File: config.mk
export PLATFORM = sky130hd
export DESIGN_NAME = msi_msg_gen
export DESIGN_NICKNAME = d
export VERILOG_FILES = /design/src/rtl/msi_pkg.sv /design/src/rtl/msi_cfg_regs.sv /design/src/rtl/msi_msg_emit.sv /design/src/rtl/msi_msg_gen.sv
export SDC_FILE = /design/constraint.sdc
export NUM_CORES = 1
export LEC_CHECK = 0
export BUFFER_PORTS_ARGS = -buffer_cell sky130_fd_sc_hd__buf_4
export CORE_UTILIZATION = 57
export CTS_CLUSTER_SIZE = 24
export DETAILED_ROUTE_END_ITERATION = 6
export PLACE_DENSITY = 0.85
export SLEW_MARGIN = 20
export SYNTH_ARGS = -nofsm -noshare
export SYNTH_HDL_FRONTEND = slang
export SYNTH_SLANG_ARGS = --single-unit
File: constraint.sdc
create_clock -name clk -period 3.95 [get_ports clk]
set_input_delay 0.1975 -clock clk [delete_from_list [all_inputs] [get_ports clk]]
set_output_delay 0.1975 -clock clk [all_outputs]
set_load 0.01 [all_outputs]
File: src/rtl/msi_pkg.sv
package msi_pkg;
   localparam int MSG_AW = 64;
   localparam int MSG_DW = 32;
   localparam int PAYLOAD_W = 16;
   localparam int CAP_DWORDS = 4;

   typedef enum logic [1:0] {
      DW_CTRL  = 2'd0,
      DW_ADRLO = 2'd1,
      DW_ADRHI = 2'd2,
      DW_DATA  = 2'd3
   } cap_dw_e;

   typedef struct packed {
      logic [MSG_AW-1:0] addr;
      logic [MSG_DW-1:0] data;
   } msi_msg_t;
endpackage

File: src/rtl/msi_cfg_regs.sv
module msi_cfg_regs
   import msi_pkg::*;
#(
   parameter int CFG_AW = 8,
   parameter int CAP_BASE = 'h50,
   parameter logic [7:0] CAP_ID = 8'h05,
   parameter logic [7:0] NEXT_PTR = 8'h00
) (
   input  logic              clk,
   input  logic              rst,
   input  logic              cfg_wr,
   input  logic [CFG_AW-1:0] cfg_addr,
   input  logic [3:0]        cfg_be,
   input  logic [31:0]       cfg_wdata,
   output logic [31:0]       cfg_rdata,
   output logic              msi_en,
   output msi_msg_t          cur_msg
);
   localparam int DWI_W = CFG_AW - 2;
   localparam logic [DWI_W-1:0] BASE_DW = DWI_W'(CAP_BASE >> 2);
   localparam int PAY_BYTES = PAYLOAD_W / 8;

   if (CFG_AW < 5) begin : g_bad_aw
      $error("CFG_AW must be at least 5");
   end
   if ((CAP_BASE % 4) != 0) begin : g_bad_align
      $error("CAP_BASE must be dword aligned");
   end
   if (CAP_BASE + 4 * CAP_DWORDS > (1 << CFG_AW)) begin : g_bad_fit
      $error("capability does not fit in the configuration space");
   end

   logic [DWI_W-1:0] dw_off;
   logic             hit;
   cap_dw_e          sel;
   logic             en_q;
   logic [31:0]      adr_lo_q;
   logic [31:0]      adr_hi_q;
   logic [PAYLOAD_W-1:0] pay_q;
   logic             wr_lo, wr_hi, wr_pay, wr_ctrl;

   assign dw_off = cfg_addr[CFG_AW-1:2] - BASE_DW;
   assign hit    = (dw_off[DWI_W-1:2] == '0);
   assign sel    = cap_dw_e'(dw_off[1:0]);

   assign wr_ctrl = cfg_wr && hit && (sel == DW_CTRL);
   assign wr_lo   = cfg_wr && hit && (sel == DW_ADRLO);
   assign wr_hi   = cfg_wr && hit && (sel == DW_ADRHI);
   assign wr_pay  = cfg_wr && hit && (sel == DW_DATA);

   always_ff @(posedge clk) begin
      if (rst) begin
         en_q <= 1'b0;
      end else if (wr_ctrl && cfg_be[2]) begin
         en_q <= cfg_wdata[16];
      end
   end

   for (genvar b = 0; b < 4; b++) begin : g_lane
      always_ff @(posedge clk) begin
         if (rst) begin
            adr_hi_q[8*b +: 8] <= '0;
         end else if (wr_hi && cfg_be[b]) begin
            adr_hi_q[8*b +: 8] <= cfg_wdata[8*b +: 8];
         end
      end
      if (b == 0) begin : g_lo_first
         always_ff @(posedge clk) begin
            if (rst) begin
               adr_lo_q[7:0] <= '0;
            end else if (wr_lo && cfg_be[0]) begin
               adr_lo_q[7:0] <= {cfg_wdata[7:2], 2'b00};
            end
         end
      end else begin : g_lo_rest
         always_ff @(posedge clk) begin
            if (rst) begin
               adr_lo_q[8*b +: 8] <= '0;
            end else if (wr_lo && cfg_be[b]) begin
               adr_lo_q[8*b +: 8] <= cfg_wdata[8*b +: 8];
            end
         end
      end
      if (b < PAY_BYTES) begin : g_pay
         always_ff @(posedge clk) begin
            if (rst) begin
               pay_q[8*b +: 8] <= '0;
            end else if (wr_pay && cfg_be[b]) begin
               pay_q[8*b +: 8] <= cfg_wdata[8*b +: 8];
            end
         end
      end
   end

   always_comb begin
      cfg_rdata = '0;
      if (hit) begin
         case (sel)
            DW_CTRL:  cfg_rdata = {8'h00, 1'b1, 6'b000000, en_q, NEXT_PTR, CAP_ID};
            DW_ADRLO: cfg_rdata = adr_lo_q;
            DW_ADRHI: cfg_rdata = adr_hi_q;
            DW_DATA:  cfg_rdata = {{(32-PAYLOAD_W){1'b0}}, pay_q};
            default:  cfg_rdata = '0;
         endcase
      end
   end

   assign msi_en       = en_q;
   assign cur_msg.addr = {adr_hi_q, adr_lo_q};
   assign cur_msg.data = {{(MSG_DW-PAYLOAD_W){1'b0}}, pay_q};

   logic unused_bits;
   assign unused_bits = ^{cfg_addr[1:0], cfg_wdata[31:17], cfg_wdata[15:0], cfg_be[3]};
endmodule

File: src/rtl/msi_msg_emit.sv
module msi_msg_emit
   import msi_pkg::*;
(
   input  logic     clk,
   input  logic     rst,
   input  logic     irq_req,
   input  logic     msi_en,
   input  msi_msg_t cur_msg,
   input  logic     msg_ready,
   output logic     msg_valid,
   output msi_msg_t out_msg,
   output logic     intx_out
);
   logic     irq_q;
   logic     rise;
   logic     launch;
   logic     valid_q;
   msi_msg_t hold_q;

   assign rise   = irq_req && !irq_q;
   assign launch = rise && msi_en && (!valid_q || msg_ready);

   always_ff @(posedge clk) begin
      if (rst) begin
         irq_q   <= 1'b0;
         valid_q <= 1'b0;
         hold_q  <= '0;
      end else begin
         irq_q <= irq_req;
         if (launch) begin
            valid_q <= 1'b1;
            hold_q  <= cur_msg;
         end else if (msg_ready) begin
            valid_q <= 1'b0;
         end
      end
   end

   assign msg_valid = valid_q;
   assign out_msg   = hold_q;
   assign intx_out  = irq_req && !msi_en;
endmodule

File: src/rtl/msi_msg_gen.sv
module msi_msg_gen
   import msi_pkg::*;
#(
   parameter int CFG_AW = 8,
   parameter int CAP_BASE = 'h50,
   parameter logic [7:0] CAP_ID = 8'h05,
   parameter logic [7:0] NEXT_PTR = 8'h00
) (
   input  logic              clk,
   input  logic              rst,
   input  logic              cfg_wr,
   input  logic [CFG_AW-1:0] cfg_addr,
   input  logic [3:0]        cfg_be,
   input  logic [31:0]       cfg_wdata,
   output logic [31:0]       cfg_rdata,
   input  logic              irq_req,
   output logic              intx_out,
   output logic              msg_valid,
   input  logic              msg_ready,
   output logic [63:0]       msg_addr,
   output logic [31:0]       msg_data
);
   logic     msi_en;
   msi_msg_t cur_msg;
   msi_msg_t out_msg;

   msi_cfg_regs #(
      .CFG_AW(CFG_AW), .CAP_BASE(CAP_BASE), .CAP_ID(CAP_ID), .NEXT_PTR(NEXT_PTR)
   ) u_regs (
      .clk(clk), .rst(rst), .cfg_wr(cfg_wr), .cfg_addr(cfg_addr), .cfg_be(cfg_be),
      .cfg_wdata(cfg_wdata), .cfg_rdata(cfg_rdata), .msi_en(msi_en), .cur_msg(cur_msg)
   );

   msi_msg_emit u_emit (
      .clk(clk), .rst(rst), .irq_req(irq_req), .msi_en(msi_en), .cur_msg(cur_msg),
      .msg_ready(msg_ready), .msg_valid(msg_valid), .out_msg(out_msg), .intx_out(intx_out)
   );

   assign msg_addr = out_msg.addr;
   assign msg_data = out_msg.data;
endmodule

==> metrics.md <==
| Metric | Value |
|---|---|
| Depth of the CTS H-tree | 4 |
| CTS tree | built |
| Power per cell area | 364 nW/um^2 |
| Number of distinct standard cells referenced by the synthesized netlist | 29 |
| Number of global-route vias before repair | 5,279 |
| Leading area contributor after synthesis | sky130_fd_sc_hd__dfxtp_1 |
| Finish-stage setup viols | 0 |
| Number of buffers on the longest clock path | 2 |
| Final max-slew violation count | 0 |
| Number of warning messages in the yosys log | 0 |
| Initial core utilization | 58.9% |
| Final global-route overflow total | 0 |
| Final routed DRC violation total | 0 |
| Antenna Cells | 0 |
| Number of I/O pins | 179 |
| Transition time at the pin with the least slew margin | 1070 ps |
| Hold buffer count at CTS | 0 |
| Clock tree root driver cell | sky130_fd_sc_hd__clkbuf_16 |
| Endpoint arrival time on the critical path | 1940 ps |
| Area of the die | 13,000 sq um |
| First-pass GRT wire length | 26,300 um |
| Number of nets still failing antenna checks after routing | 0 |
| Worst min-delay path class | primary input to flip-flop |
| Dominant cells by area after synthesis | sky130_fd_sc_hd__dfxtp_1 (45%), sky130_fd_sc_hd__mux2i_1 (22%), sky130_fd_sc_hd__nand2b_1 (17%) |
| Ratio of cells with drive above 1 in the final layout | 25.5% |
| Vertical die dimension | 114 um |
| Cell-internal power | 2.53 mW |
| Global router's overall resource usage | 26.1% |
| Total Power Consumption | 3.20 mW |
| Worst EP required | 3750 ps |
| Crit-path max FO | 26 |
| Asr flop ratio synth | 0% |
| Number of antenna violations at the first check in global routing | 0 |
| Post-CTS Setup Bufs | 0 |
| Post-synthesis to final-layout area growth | 23.2% |
| IO Port Bufs | 158 |
| Cell Rows | 40 |
| Via count of the routed design | 5,212 |
| F_max | 468 MHz |
| Post-detailed-routing wire length | 16,400 um |
| Leakage power figure | 3.75 nW |
| Portion of synthesized cell area occupied by the leading cell type | 44.6% |
| Commonest cells in the synthesized netlist | sky130_fd_sc_hd__nand2b_1 (192), sky130_fd_sc_hd__dfxtp_1 (159), sky130_fd_sc_hd__mux2i_1 (159), sky130_fd_sc_hd__nor2_1 (28) |
| Routed vias/inst | 5.23 |
| Mean Syn Cell Area | 10.4 sq um |
| Number of buffers added by the clock tree synthesis step | 17 |
| Period utilization | 54.1% |
| Final total negative setup slack | 0 ps |
| Clock insertion delay at the later pin of the skew report | 420 ps |
| Post-Syn Area | 7140 sq um |
| Cells after synthesis | 687 |
| Pre-antenna DRT Iters | 4 |
| Peak ir drop on the vdd network | 272 uV |
| Placeable core region | 12,100 sq um |
| Count of state elements after synthesis | 159 |
| Kind of start point of the critical path | primary input |
| Final period demand of the worst path | 2140 ps |
| Register area share after synthesis | 44.6% |
| Unrepaired setup endpoints after global routing | false |
| Final core utilization | 72.6% |
| DIE WIDTH | 114 um |
| Area post-placement | 8290 sq um |
| Gpl congestion | 0.789 |
| Final clock skew | 7.83 ps |
| Run status | completed |
| Share of power burned in the clock network | 44.6% |
| Largest net degree at the start of global routing | 141 |
| Setup crit end kind | output port |
| Most instantiated flip-flop cell in the synthesis netlist | sky130_fd_sc_hd__dfxtp_1 |
| Routed len/inst | 16.5 um |
| Post-synth EDFFs | 0 |
| Reported max-cap violation count | 0 |
| Resized cells post-CTS | 0 |
| Endpoints failing hold | 0 |
| Fraction of power spent switching nets | 21.0% |
| Combinational power share | 5.1% |
| Final standard cell area without fillers | 8790 sq um |
| Max transition margin | 28.5% |
| Relative contribution of sequential cells to total power | 50.3% |
| Reported net switching power | 0.671 mW |
| HPWL after detailed placement | 11,000 um |
| Net count of the finished layout | 867 |
| Worst Setup Path Type | primary input to output port |
| Register clock-pin slew on the reported worst setup and hold paths | 50 ps |
| CTS sink cnt | 159 |
| Most used standard cell by instance count after synthesis | sky130_fd_sc_hd__nand2b_1 |
| Initial drt markers | 296 |
-- cell type report --
type | count | area (sq um)
clock inverters | 1 | 5.00
flip-flops and latches | 159 | 3180
inverters | 2 | 7.51
fillers | 907 | 3320
repair buffers | 162 | 1220
well taps | 168 | 210
multi-input cells | 476 | 3670
clock buffers | 28 | 497
-- metrics by stage --
| stage | worst slack, ps | hold slack, ps | cells |
|---|---|---|---|
| after detailed placement | 1550 | 435 | 967 |
| after floorplan | 2480 | 326 | 704 |
| after CTS | 1820 | 1.36 | 996 |
| after global routing | 1690 | 17.8 | 996 |
| after global placement | 1590 | 430 | 967 |
| final | 1810 | 17.9 | 996 |
-- kinds of logic (layout without fill, tap and decap cells) --
family	after synthesis	after routing	synth area share, %
AO/OA/AOI/OAI	35	35	3.52
buffers and inverters	69	193	5.22
flip-flops	159	159	44.6
multiplexers	173	173	24.5
AND/OR/NAND/NOR	250	250	22.1
other	1	18	0.0525
-- worst paths after layout --
check             cells after the start          startpoint  slack [ps]                 end
setup / recovery                      6         cfg_addr[2]        1810       cfg_rdata[21]
hold / removal                        2             irq_req          20        u_emit.irq_q
setup reg to reg                      4       u_regs.msi_en        1830  u_emit.out_msg[56]
hold reg to reg                       2  u_emit.out_msg[57]         480  u_emit.out_msg[57]
-- placed cells by master (no fill, tap or decap), types with 2 or more instances in the layout --
cell type	count
sky130_fd_sc_hd__clkbuf_1	8
sky130_fd_sc_hd__nand2b_4	2
sky130_fd_sc_hd__mux2i_1	159
sky130_fd_sc_hd__or3_1	5
sky130_fd_sc_hd__nand2_1	5
sky130_fd_sc_hd__dfxtp_1	159
sky130_fd_sc_hd__nor2_1	28
sky130_fd_sc_hd__conb_1	18
sky130_fd_sc_hd__buf_4	162
sky130_fd_sc_hd__inv_1	2
sky130_fd_sc_hd__nand2b_1	191
sky130_fd_sc_hd__nor3_4	7
sky130_fd_sc_hd__a21oi_1	4
sky130_fd_sc_hd__nor2b_1	3
sky130_fd_sc_hd__mux2_2	14
sky130_fd_sc_hd__a21o_1	2
sky130_fd_sc_hd__clkbuf_16	17
sky130_fd_sc_hd__clkbuf_8	3
sky130_fd_sc_hd__a22oi_1	27
-- layer usage --
| layer | global-route usage [%] | share of wire [%] | vias to the layer above | routed length [um] |
|---|---|---|---|---|
| met5 | 0 | 0 | - | 0 |
| met4 | 9.09 | 1.4 | 0 | 236 |
| met3 | 7.39 | 6.3 | 20 | 1030 |
| met1 | 31.1 | 43 | 2499 | 7150 |
| li1 | - | - | 2534 | - |
| met2 | 45.0 | 49 | 159 | 8030 |
-- power by group through the flow --
| stage | clock network [mW] | logic (mW) | registers, mW |
|---|---|---|---|
| final | 1.43 | 0.164 | 1.61 |
| after detailed placement | 0 | 0.162 | 1.64 |
| after global placement | 0 | 0.160 | 1.64 |
| after global routing | 1.50 | 0.176 | 1.61 |
| after CTS | 1.44 | 0.163 | 1.61 |
| after floorplan | 0 | 0.117 | 1.64 |
-- state kept, by name (all words and copies together), names as in the netlist --
| name | cells |
|---|---|
| u_regs.cur_msg | 78 |
| u_emit.irq_q | 1 |
| u_emit.msg_valid | 1 |
| u_regs.msi_en | 1 |
| u_emit.out_msg | 78 |
-- critical path: stages --
cell,delay (ps)
sky130_fd_sc_hd__buf_4,340
sky130_fd_sc_hd__nor2b_2,570
sky130_fd_sc_hd__buf_4,370
sky130_fd_sc_hd__a22oi_1,140
sky130_fd_sc_hd__nor2_1,150
sky130_fd_sc_hd__buf_4,170
Power figures use the tool's default switching activity.
